==> config.mk <==
export PLATFORM = sky130hd
export DESIGN_NAME = cdt_timer_top
export DESIGN_NICKNAME = d
export VERILOG_FILES = /design/src/rtl/cdt_pkg.sv /design/src/rtl/cdt_ctrl_regs.sv /design/src/rtl/cdt_down_counter.sv /design/src/rtl/cdt_irq_summary.sv /design/src/rtl/cdt_timer_top.sv
export SDC_FILE = /design/constraint.sdc
export NUM_CORES = 1
export LEC_CHECK = 0
export BUFFER_PORTS_ARGS = -buffer_cell sky130_fd_sc_hd__buf_2
export CORE_ASPECT_RATIO = 1.25
export CORE_MARGIN = 2
export CORE_UTILIZATION = 46
export DETAILED_ROUTE_END_ITERATION = 7
export GPL_ROUTABILITY_DRIVEN = 0
export MAX_ROUTING_LAYER = met4
export PLACE_DENSITY = 0.73
export REMOVE_ABC_BUFFERS = 1
export SLEW_MARGIN = 5
export SYNTH_ARGS = -nofsm -noshare
export SYNTH_HDL_FRONTEND = slang
export SYNTH_SLANG_ARGS = --single-unit
==> constraint.sdc <==
create_clock -name clk -period 5.2 [get_ports clk]
set_input_delay 0.52 -clock clk [delete_from_list [all_inputs] [get_ports clk]]
set_output_delay 0.52 -clock clk [all_outputs]
set_load 0.1 [all_outputs]
==> src/rtl/cdt_pkg.sv <==
package cdt_pkg;
  localparam int unsigned DATA_W      = 32;
  localparam int unsigned CNT_W       = 20;
  localparam int unsigned RUN_BIT     = 24;
  localparam int unsigned IRQEN_BIT   = 25;
  localparam int unsigned ACK_BIT     = 26;
  localparam int unsigned N_EXT       = 5;
  localparam int unsigned TMR_SUM_BIT = 5;
  localparam int unsigned SUM_W       = 8;

  typedef enum logic {
    SEL_TIMER   = 1'b0,
    SEL_SUMMARY = 1'b1
  } reg_sel_e;
endpackage

==> src/rtl/cdt_ctrl_regs.sv <==
module cdt_ctrl_regs
  import cdt_pkg::*;
(
  input  logic             clk,
  input  logic             rst_n,
  input  logic             wr_hit,
  input  logic [CNT_W-1:0] wr_load,
  input  logic             wr_run,
  input  logic             wr_irqen,
  input  logic             wr_ack,
  output logic [CNT_W-1:0] load_q,
  output logic             run_q,
  output logic             irq_en_q,
  output logic             ack_pulse,
  output logic             start_load
);
  always_ff @(posedge clk) begin
    if (!rst_n) begin
      load_q   <= '0;
      run_q    <= 1'b0;
      irq_en_q <= 1'b0;
    end else if (wr_hit) begin
      load_q   <= wr_load;
      run_q    <= wr_run;
      irq_en_q <= wr_irqen;
    end
  end

  assign ack_pulse  = wr_hit && wr_ack;
  // A write while stopped primes the count directly.
  assign start_load = wr_hit && !run_q;
endmodule

==> src/rtl/cdt_down_counter.sv <==
module cdt_down_counter
  import cdt_pkg::*;
(
  input  logic             clk,
  input  logic             rst_n,
  input  logic             tick,
  input  logic             run_q,
  input  logic             start_load,
  input  logic [CNT_W-1:0] start_val,
  input  logic [CNT_W-1:0] load_q,
  output logic [CNT_W-1:0] count_q,
  output logic             expire
);
  localparam logic [CNT_W-1:0] ONE = CNT_W'(1);

  logic step;
  assign step   = tick && run_q;
  assign expire = step && (count_q == ONE);

  always_ff @(posedge clk) begin
    if (!rst_n) begin
      count_q <= '0;
    end else if (start_load) begin
      count_q <= start_val;
    end else if (step) begin
      if (count_q <= ONE) count_q <= load_q;
      else                count_q <= count_q - ONE;
    end
  end
endmodule

==> src/rtl/cdt_irq_summary.sv <==
module cdt_irq_summary
  import cdt_pkg::*;
(
  input  logic             clk,
  input  logic             rst_n,
  input  logic             expire,
  input  logic             irq_en_q,
  input  logic             ack_pulse,
  input  logic [N_EXT-1:0] src_irq_i,
  output logic             pend_q,
  output logic [SUM_W-1:0] summary,
  output logic             irq_o
);
  always_ff @(posedge clk) begin
    if (!rst_n)                   pend_q <= 1'b0;
    else if (expire && irq_en_q)  pend_q <= 1'b1;
    else if (ack_pulse)           pend_q <= 1'b0;
  end

  always_comb begin
    summary                 = '0;
    summary[N_EXT-1:0]      = src_irq_i;
    summary[TMR_SUM_BIT]    = pend_q;
  end

  assign irq_o = |summary;
endmodule

==> src/rtl/cdt_timer_top.sv <==
module cdt_timer_top
  import cdt_pkg::*;
(
  input  logic              clk,
  input  logic              rst_n,
  input  logic              wr_en,
  input  logic              wr_addr,
  input  logic [DATA_W-1:0] wr_data,
  input  logic              rd_addr,
  output logic [DATA_W-1:0] rd_data,
  input  logic              tick_i,
  input  logic [N_EXT-1:0]  src_irq_i,
  output logic              irq_o
);
  logic             wr_hit;
  logic [CNT_W-1:0] load_q;
  logic             run_q;
  logic             irq_en_q;
  logic             ack_pulse;
  logic             start_load;
  logic [CNT_W-1:0] count_q;
  logic             expire;
  logic             tmr_pend;
  logic [SUM_W-1:0] summary;
  logic [DATA_W-CNT_W-3:0] wr_data_unused;

  assign wr_hit = wr_en && (reg_sel_e'(wr_addr) == SEL_TIMER);
  assign wr_data_unused = {wr_data[DATA_W-1:ACK_BIT+1], wr_data[RUN_BIT-1:CNT_W]};

  cdt_ctrl_regs u_regs (
    .clk        (clk),
    .rst_n      (rst_n),
    .wr_hit     (wr_hit),
    .wr_load    (wr_data[CNT_W-1:0]),
    .wr_run     (wr_data[RUN_BIT]),
    .wr_irqen   (wr_data[IRQEN_BIT]),
    .wr_ack     (wr_data[ACK_BIT]),
    .load_q     (load_q),
    .run_q      (run_q),
    .irq_en_q   (irq_en_q),
    .ack_pulse  (ack_pulse),
    .start_load (start_load)
  );

  cdt_down_counter u_cnt (
    .clk        (clk),
    .rst_n      (rst_n),
    .tick       (tick_i),
    .run_q      (run_q),
    .start_load (start_load),
    .start_val  (wr_data[CNT_W-1:0]),
    .load_q     (load_q),
    .count_q    (count_q),
    .expire     (expire)
  );

  cdt_irq_summary u_sum (
    .clk       (clk),
    .rst_n     (rst_n),
    .expire    (expire),
    .irq_en_q  (irq_en_q),
    .ack_pulse (ack_pulse),
    .src_irq_i (src_irq_i),
    .pend_q    (tmr_pend),
    .summary   (summary),
    .irq_o     (irq_o)
  );

  always_comb begin
    rd_data = '0;
    if (reg_sel_e'(rd_addr) == SEL_TIMER) begin
      rd_data[CNT_W-1:0] = load_q;
      rd_data[RUN_BIT]   = run_q;
      rd_data[IRQEN_BIT] = irq_en_q;
    end else begin
      rd_data[SUM_W-1:0] = summary;
    end
  end
endmodule

==> summary.txt <==
Status
  • Status: complete, no violations

Clocking
  • Post-CTS Setup Inserts: 0
  • Clk pin slew, worst setup/hold paths: 80 ps
  • Clock sink total: 43
  • TritonCTS clock tree: done
  • Bufs on Longest Clock Path: 2
  • Root buf cell: clkbuf_8
  • Post-CTS Hold Buffers: 0
  • Number of H-tree levels: 2
  • Inserted Clock Buffers: 5
  • Clk_lat worst skew: 290 ps
  • PostCTS Resize Cnt: 0

Synth
  • Synth top area share: 33.9%
  • Syn Area/Cell: 7.86 um2
  • Sequential area share after synthesis: 33.9%
  • Unique masters post-synth: 50
  • Post-synth ARST share: 0%
  • Post-synth top flop: dfxtp_1
  • Syn Inst Count: 323
  • Synth area leader: dfxtp_1
  • Yosys warnings: 0
  • Top cells by area, synth: dfxtp_1 (34%), nand2_1 (8.7%), a21oi_1 (5.5%)
  • Post-synth EDFFs: 0
  • Cell area after synthesis: 2540 um2
  • Synth Register Bits: 43

Critical path
  • Worst-case reg-to-reg path depth: 6
  • Setup crit start: u_cnt.count_q[7]
  • WP data required: 5400 ps
  • R2r startpoint: u_cnt.count_q[7]
  • CP arrival: 2600 ps
  • CP endpoint: u_cnt.count_q[5]
  • RR Endpoint: u_cnt.count_q[5]
  • CP max FO: 8
  • Crit path kind: register to register
  • Worst setup SP type: register
  • Crit path capture type: register
  • R2r setup slk: 2800 ps

Drt
  • WL/cell: 14.5 um
  • Via/cell ratio: 5.57
  • DRC viols: 0
  • Iter 0 DRT Violations: 108
  • Post-DRT Antenna Nets: 0
  • Via count: 2427
  • Routed WL: 6.30 mm
  • DR pass1 iterations: 4

Cells and area
  • Most common cell after layout, fill and taps aside: nand2_1
  • Syn-to-layout area delta: 14.8%
  • Final std cells w/o fill: 436
  • Share of layout cells above drive strength 1: 22.3%
  • Final instance area: 2920 um2
  • Most frequent cells in the layout: nand2_1 (59), buf_2 (56), dfxtp_1 (43)
  • Antenna diodes: 0
  • Final nets: 417

Power
  • Reg power frac: 40.9%
  • Final Power: 0.912 mW
  • Sw Share: 38.4%
  • Clk network pwr share: 24.0%
  • Comb power frac: 35.1%
  • Leakage power: 1.24 nW
  • Max IR drop VDD: 0.000225 V
  • Net switching power: 0.350 mW
  • Design internal power: 0.562 mW
  • Power Dens Cells: 313 nW/um2

Floorplan
  • # IOs: 76
  • Initial Util: 47.3%
  • Die area: 6140 um2
  • Die Y: 87.1 um
  • Core area: 5370 um2
  • Row count: 30
  • Die width: 70.5 um

Run
  • Max-cap violations: 0

Placed design
  • Place WS: 2790 ps
  • Post-placement cell count: 429
  • Port Buf Inserts: 56
  • DPL Wire Length: 4.36 mm
  • Cell Area, Placed: 2830 um2

Global route
  • Antenna violations before repair: 0
  • Vias in the first global route: 2242
  • Grt ovf: 0
  • Largest net degree at the start of global routing: 38
  • First-pass GRT wire length: 10.5 mm
  • All-Layer GR Usage: 21.8%

STA
  • Tcrit/Tclk final: 46.1%
  • Tightest Pin Transition: 720 ps
  • Setup TNS: 0 ps
  • Fmax: 417 MHz
  • Worst Skew: 3.68 ps
  • Max Slew Vio Count: 0
  • Crit path time final: 2400 ps
  • Final setup fails: 0
  • Smallest setup slack after layout: 2800 ps
  • RSZ-0062 raised after global routing: no
  • Slew margin rel.: 51.6%
  • Final Hold Viols: 0

Worst hold path
  • Hold crit path type: input pin to register
==> sequential cells by signal, summed over array words and instances (netlist names) <==
signal and count:
u_cnt.count_q 20, u_regs.load_q 20, u_regs.irq_en_q 1, u_regs.run_q 1, u_sum.pend_q 1
==> kinds of logic (layout without fill, tap and decap cells) <==
kind of cell / count (synthesis) / after routing / synth area share (%)
AOI/OAI and AO/OA: 79 / 79 / 20.0
xor gates and xnor gates: 12 / 12 / 4.14
adders and majority gates: 2 / 2 / 0.985
buffers and inverters: 32 / 72 / 6.30
DFF: 43 / 43 / 33.9
muxes: 14 / 14 / 5.86
other: 1 / 10 / 0.148
and+or+nand+nor: 140 / 140 / 28.7
==> area by class of cell <==
| type | count | area, um2 |
|---|---|---|
| Clock buffer | 6 | 82.6 |
| Tap cell | 64 | 80.1 |
| Timing Repair Buffer | 61 | 318 |
| Fill cell | 525 | 2450 |
| Inverter | 4 | 15.0 |
| Clock inverter | 1 | 5.00 |
| Sequential cell | 43 | 861 |
| Multi-Input combinational cell | 257 | 1560 |
==> worst min-delay path by stage <==
| stage | from | to | slack, ps | depth (start not counted) |
|---|---|---|---|---|
| 6_report | wr_data[25] | u_regs.irq_en_q | 470 | 3 |
| 5_1_grt | wr_data[0] | u_regs.load_q[0] | 470 | 3 |
| 4_1_cts | wr_data[25] | u_regs.irq_en_q | 460 | 3 |
| 3_5_place_dp | u_regs.load_q[18] | u_regs.load_q[18] | 460 | 2 |
| 3_3_place_gp | u_regs.load_q[12] | u_regs.load_q[12] | 460 | 2 |
| 2_1_floorplan | u_regs.load_q[19] | u_regs.load_q[19] | 440 | 2 |
==> power by group through the flow <==
stage	logic [mW]	clock network, mW	registers (mW)
final	0.320	0.219	0.373
after global placement	0.318	0	0.379
after global routing	0.352	0.238	0.376
after floorplan	0.257	0	0.374
after CTS	0.322	0.224	0.373
after detailed placement	0.321	0	0.380
==> worst max-delay path, cell delays in order, from the launching register on <==
cell and delay [ps]:
dfxtp_1 370, nor4_4 470, nand3b_4 180, nor4_2 700, buf_4 270, nor2_1 60, o32ai_1 250
==> per-stage QoR <==
| stage | hold slack, ps | util, % |
|---|---|---|
| final | 465 | 54.3 |
| after global routing | 467 | 54.3 |
| after CTS | 458 | 54.3 |
| after detailed placement | 461 | 52.7 |
| after global placement | 456 | 52.7 |
| after floorplan | 441 | - |
==> per-layer routing <==
metal	wire length (um)	GRT usage, %
met3	337	3.01
met4	81	7.87
met5	0	-
met1	2720	25.4
met2	3160	38.3
==> synth_stat cells (2+ instances only) <==
master      n
or4_1       2
inv_1       4
nand2b_1    2
nor4_1      2
o2111ai_1   2
o21ai_0    10
nand4_1     2
o311ai_0    2
buf_2       2
o22ai_1    10
a21oi_1    28
mux2i_1     7
ha_1        2
xor2_1      2
nor3_1      4
nor2b_1    18
nand3_1     4
or3_1       2
xnor2_1    10
nand4b_1    2
o41ai_1     2
nand2_1    59
a22oi_1     9
nor4_2      2
nor2_1     26
and3_1      6
o32ai_1     7
dfxtp_1    43
buf_4      10
clkbuf_1   15
nor4_4      2
mux2_2      7
Note: power is estimated with default switching activity, not from simulation.
